## config.mk

```make
export PLATFORM = sky130hd
export DESIGN_NAME = cplx_mul_reg
export DESIGN_NICKNAME = d
export VERILOG_FILES = /design/src/rtl/cmul_pkg.sv /design/src/rtl/cmul_fa.sv /design/src/rtl/cmul_rca.sv /design/src/rtl/cmul_sam.sv /design/src/rtl/cplx_mul_reg.sv
export SDC_FILE = /design/constraint.sdc
export NUM_CORES = 1
export LEC_CHECK = 0
export ABC_AREA = 1
export CAP_MARGIN = 30
export CORE_MARGIN = 2
export CORE_UTILIZATION = 55
export DETAILED_ROUTE_END_ITERATION = 12
export GPL_ROUTABILITY_DRIVEN = 0
export PLACE_DENSITY = 0.88
export SYNTH_ARGS = -nofsm -noshare
export SYNTH_HDL_FRONTEND = slang
export SYNTH_SLANG_ARGS = --single-unit
export TNS_END_PERCENT = 1
```

## constraint.sdc

```tcl
create_clock -name clk -period 6.36 [get_ports clk]
set_input_delay 1.272 -clock clk [delete_from_list [all_inputs] [get_ports clk]]
set_output_delay 1.272 -clock clk [all_outputs]
set_load 0.005 [all_outputs]
```

## src/rtl/cmul_pkg.sv

```systemverilog
package cmul_pkg;

    // default operand width; result width follows as twice this
    parameter int unsigned CM_OPW = 4;
    localparam int unsigned CM_RW = 2 * CM_OPW;

    // adder mode selects plain sum or invert-and-carry difference
    typedef enum logic {
        CM_ADD = 1'b0,
        CM_SUB = 1'b1
    } cm_mode_e;

endpackage

```

## src/rtl/cmul_fa.sv

```systemverilog
module cmul_fa (
    input  logic x,
    input  logic y,
    input  logic ci,
    output logic s,
    output logic co
);

    logic hx;

    always_comb begin
        hx = x ^ y;
        s  = hx ^ ci;
        co = (x & y) | (hx & ci);
    end

endmodule

```

## src/rtl/cmul_rca.sv

```systemverilog
module cmul_rca
    import cmul_pkg::*;
#(
    parameter int unsigned W = 8
) (
    input  logic [W-1:0] x,
    input  logic [W-1:0] y,
    input  cm_mode_e     mode,
    output logic [W-1:0] s,
    output logic         ovf
);

    logic [W:0]   cy;
    logic [W-1:0] y_eff;
    logic         inv;

    always_comb begin
        inv   = (mode == CM_SUB);
        y_eff = y ^ {W{inv}};
        cy[0] = inv;
    end

    for (genvar k = 0; k < W; k++) begin : g_bit
        cmul_fa u_fa (
            .x  (x[k]),
            .y  (y_eff[k]),
            .ci (cy[k]),
            .s  (s[k]),
            .co (cy[k+1])
        );
    end

    // signed overflow: carry into sign stage differs from carry out
    always_comb ovf = cy[W] ^ cy[W-1];

    logic [W-1:0] arith_ref;
    always_comb begin
        arith_ref = (mode == CM_SUB) ? (x - y) : (x + y);

        rca_sum_chk: assert (s == arith_ref);
    end

endmodule

```

## src/rtl/cmul_sam.sv

```systemverilog
module cmul_sam
    import cmul_pkg::*;
#(
    parameter int unsigned OPW = CM_OPW,
    parameter int unsigned RW  = 2 * OPW
) (
    input  logic [OPW-1:0] mcand,
    input  logic [OPW-1:0] mplier,
    output logic [RW-1:0]  prod
);

    logic [RW-1:0]         ext;
    logic [OPW:0][RW-1:0]  acc;
    logic [OPW-1:0][RW-1:0] addend;
    logic [OPW-1:0]        stage_ovf;

    always_comb begin
        ext    = {{(RW-OPW){mcand[OPW-1]}}, mcand};
        acc[0] = '0;
    end

    // one ripple stage per multiplier bit; the sign bit's weight is negative
    for (genvar i = 0; i < OPW; i++) begin : g_stage
        localparam cm_mode_e MD = (i == OPW - 1) ? CM_SUB : CM_ADD;

        always_comb addend[i] = mplier[i] ? (ext << i) : '0;

        cmul_rca #(.W(RW)) u_add (
            .x    (acc[i]),
            .y    (addend[i]),
            .mode (MD),
            .s    (acc[i+1]),
            .ovf  (stage_ovf[i])
        );
    end

    always_comb prod = acc[OPW];

    logic signed [RW-1:0] prod_ref;
    always_comb begin
        prod_ref = $signed({{(RW-OPW){mcand[OPW-1]}}, mcand})
                 * $signed({{(RW-OPW){mplier[OPW-1]}}, mplier});

        sam_prod_chk: assert (prod == prod_ref);

        sam_stage_chk: assert (stage_ovf == '0);
    end

endmodule

```

## src/rtl/cplx_mul_reg.sv

```systemverilog
module cplx_mul_reg
    import cmul_pkg::*;
#(
    parameter  int unsigned OPW = CM_OPW,
    localparam int unsigned RW  = 2 * OPW
) (
    input  logic           clk,
    input  logic           rst,
    input  logic [OPW-1:0] op_a,
    input  logic [OPW-1:0] op_b,
    input  logic [OPW-1:0] op_c,
    input  logic [OPW-1:0] op_d,
    output logic [RW-1:0]  re_o,
    output logic [RW-1:0]  im_o,
    output logic           ovf_o
);

    localparam int unsigned NPROD = 4;
    localparam logic [OPW-1:0] OP_MIN = {1'b1, {(OPW-1){1'b0}}};
    localparam logic [RW-1:0]  RS_MIN = {1'b1, {(RW-1){1'b0}}};

    // input bank
    logic [OPW-1:0] a_q, b_q, c_q, d_q;

    always_ff @(posedge clk) begin
        if (rst) begin
            a_q <= '0;
            b_q <= '0;
            c_q <= '0;
            d_q <= '0;
        end else begin
            a_q <= op_a;
            b_q <= op_b;
            c_q <= op_c;
            d_q <= op_d;
        end
    end

    // product pairing: 0 a*c, 1 b*d, 2 b*c, 3 a*d
    logic [NPROD-1:0][OPW-1:0] mc, mp;
    logic [NPROD-1:0][RW-1:0]  pp;

    always_comb begin
        mc[0] = a_q; mp[0] = c_q;
        mc[1] = b_q; mp[1] = d_q;
        mc[2] = b_q; mp[2] = c_q;
        mc[3] = a_q; mp[3] = d_q;
    end

    for (genvar p = 0; p < NPROD; p++) begin : g_prod
        cmul_sam #(.OPW(OPW), .RW(RW)) u_sam (
            .mcand  (mc[p]),
            .mplier (mp[p]),
            .prod   (pp[p])
        );
    end

    logic [RW-1:0] re_d, im_d;
    logic          re_ov, im_ov;

    cmul_rca #(.W(RW)) u_re (
        .x    (pp[0]),
        .y    (pp[1]),
        .mode (CM_SUB),
        .s    (re_d),
        .ovf  (re_ov)
    );

    cmul_rca #(.W(RW)) u_im (
        .x    (pp[2]),
        .y    (pp[3]),
        .mode (CM_ADD),
        .s    (im_d),
        .ovf  (im_ov)
    );

    // output bank
    always_ff @(posedge clk) begin
        if (rst) begin
            re_o  <= '0;
            im_o  <= '0;
            ovf_o <= 1'b0;
        end else begin
            re_o  <= re_d;
            im_o  <= im_d;
            ovf_o <= re_ov | im_ov;
        end
    end


    rst_clear_chk: assert property (@(posedge clk)
        rst |=> (re_o == '0 && im_o == '0 && !ovf_o));


    ovf_val_chk: assert property (@(posedge clk) disable iff (rst)
        ovf_o |-> (im_o == RS_MIN && re_o == '0));


    ovf_src_chk: assert property (@(posedge clk) disable iff (rst)
        ovf_o |-> $past(a_q == OP_MIN && b_q == OP_MIN && c_q == OP_MIN && d_q == OP_MIN));


    zero_lat_chk: assert property (@(posedge clk) disable iff (rst)
        (a_q == '0 && b_q == '0) |=> (re_o == '0 && im_o == '0 && !ovf_o));

endmodule

```

==> summary.txt <==
Top FF cell, synth = dfxtp_1
Worst path max stage delay = 0.57 ns
Die Span Y = 85.30 um
Top-area cell type share of the netlist area = 38.55%
Vias/cell = 4.834
PwrDens = 169.4 nW/um2
Hold Path Class = flop to flop
CP Data Required Time = 6.54 ns
Placed inst area = 3958 um2
Leak = 2.403 nW
Synthesis Warnings = 0
Num rows = 29
CTS Hold Bufs = 0
Synth area leaders = fa_1, dfxtp_1, inv_1
Post-synthesis mux area share = 0%
CP Cell Sequence = nand2_1 > inv_1 > ha_1 > inv_1 > fa_1 > inv_1 > fa_1 > fa_1 > inv_1 > fa_1 > inv_1 > fa_1 > fa_1 > inv_1 > fa_1 > inv_1 > fa_1 > inv_1 > fa_1 > xor2_1 > a21oi_1
Grt total ovfl = 0
Die footprint = 7275 um2
Most frequent CP cell = fa_1
Placed Instances = 534
Worst path slowest cell = dfxtp_1
Final setup TNS = 0 ns
Resized Gates After CTS = 0
Startpoint types = flop
Avg Cell Area, Syn = 8.242 um2
Worst clock skew = 0.01061 ns
CTS root buf = clkbuf_8
RSZ-0062 raised after global routing = false
Util after Layout = 63.77%
Most common library cells after synthesis = inv_1, nand2_1, fa_1
Initial antenna violation count = 0
Element type at the critical path end = flop
Gate Count Post-Synth = 441
Fin. max-slew vios = 0
Async SR Flop Fraction = 0%
Most frequent cell after synthesis = inv_1
CTS tree = yes
Pin count of the biggest net entering global routing = 34
Routed len/inst = 12.95 um
DR pass1 iterations = 4
Num CTS Buffers = 5
CP arrival = 5.56 ns
Final Instance Area = 4073 um2
Finish-stage setup viols = 0
Status = completed
Post-DP HPWL = 5557 um
Largest family of logic cells by synthesized area = adder cells
First-pass GRT wire length = 12,520 um
CTS H-tree lvls = 2
Post-synth net total = 543
Clk buf depth = 2
Ant. Diodes = 0
CP bufs+invs = 8
Number of buffers added on ports = 34
Synth area leader = fa_1
Clock Latency Late Sink = 0.30 ns
Final period util = 84.60%
Max IR drop VDD = 135.1 uV
DR vias = 2,620
DRT Wirelength = 7021 um
Max-Slew Margin vs Limit = 60.11%
Initial Util = 56.92%
Vias in the first global route = 2,894
CP Max Fanout = 8
Synth Area in Adders = 43.37%
Clock-pin transition on the worst setup and hold timing paths = 0.08 ns
WHS Path Cells = 3
Complex-gate fraction of the synthesized area = 0.1377%
Post-DRT Antenna Nets = 0
Worst-margin pin slew = 0.5975 ns
Final Hold Viols = 0
MaxCap Viol Count = 0
Die X = 85.30 um
Layout cell share with drive strength beyond 1 = 7.097%
Setup CP Type = flop to flop
Core ar. = 6386 um2
Post-Synth XOR/XNOR Area = 0.4819%
Yosys reg bits = 33
Pwr Total = 690.0 uW
Fin nets = 566
Post-synth EDFFs = 0
Simple logic cell fraction of the synthesized area = 18.86%
Min cycle time layout = 5.381 ns
Clock Sink Count = 33
Post-synthesis sequential area ratio = 18.18%
Reg2Reg Depth = 21
Critical path depth = 21
Syn Std Cell Area = 3635 um2
Post-CTS Setup Bufs = 0
Initial DRC count = 145
Worst path top cell family by delay = adder cells
# IOs = 35
Netlist cell types = 20
Fin cells = 542
Syn-to-layout area delta = 12.05%
All-Layer GR Usage = 22.17%
F_max = 0.1858 GHz
DRC = 0
[cell families after synthesis]
group           Yosys count
compound gates            1
xor+xnor                  2
buf+inv                 169
fa+ha+maj                84
flops                    33
simple gates            152
[per-layer routing]
layer  vias to the layer above  share of wire (%)  track usage [%]
met4                         0                3.5            9.957
met2                        93                 53            40.84
met5                         -                  0                0
met3                        26                6.3            3.307
li1                       1233                  -                -
met1                      1268                 38            25.22
[worst paths after layout]
check         start  endpoint  slack (ns)
max          c_q[0]     ovf_o        0.98
min          a_q[0]   re_o[0]        0.73
max reg2reg  c_q[0]     ovf_o        0.98
min reg2reg  a_q[0]   re_o[0]        0.73
[power by group]
part           internal [mW]  switching, mW
logic                  0.115          0.111
clock network          0.117         0.0894
registers              0.235         0.0229
total                  0.467          0.223
[registers in the layout (all words and copies together) (netlist names)]
register,flops
a_q,4
b_q,4
c_q,4
d_q,4
im_o,8
ovf_o,1
re_o,8
[stage by stage]
stage                     hold slack (ns)  setup WS [ns]
final                              0.7277         0.9792
after global routing               0.7731         0.7093
after CTS                          0.7177         0.9751
after detailed placement           0.7124          1.009
after global placement             0.7007          1.129
after floorplan                    0.6834          1.402
[final cells by class]
class                      instances  area, um2
clock buffer                       5      68.82
clock inverter                     3      46.29
fill                             493       2313
inverter                         149      560.5
multi-input combinational        239       2285
sequential                        33      660.6
tap                               77      96.34
timing repair buffer              36      355.3
[cells in the final DEF (no fill, tap or decap), types with 7 or more instances in the layout]
cell type | Yosys | routed
clkdlybuf4s50_1 | 0 | 34
nor2_1 | 32 | 32
nand2_2 | 7 | 7
nand2_1 | 80 | 80
nand3_1 | 23 | 23
dfxtp_1 | 33 | 33
ha_1 | 14 | 14
inv_1 | 143 | 143
fa_1 | 70 | 70
[worst reg2reg max path: cells and delay by family, from the launching register on]
kind / cells / cell delay (ns)
fa+ha+maj: 10 / 3.71
buf+inv: 8 / 0.56
compound gates: 1 / 0.10
simple gates: 1 / 0.10
flops: 1 / 0.57
xor+xnor: 1 / 0.21
Power figures use the tool's default switching activity.
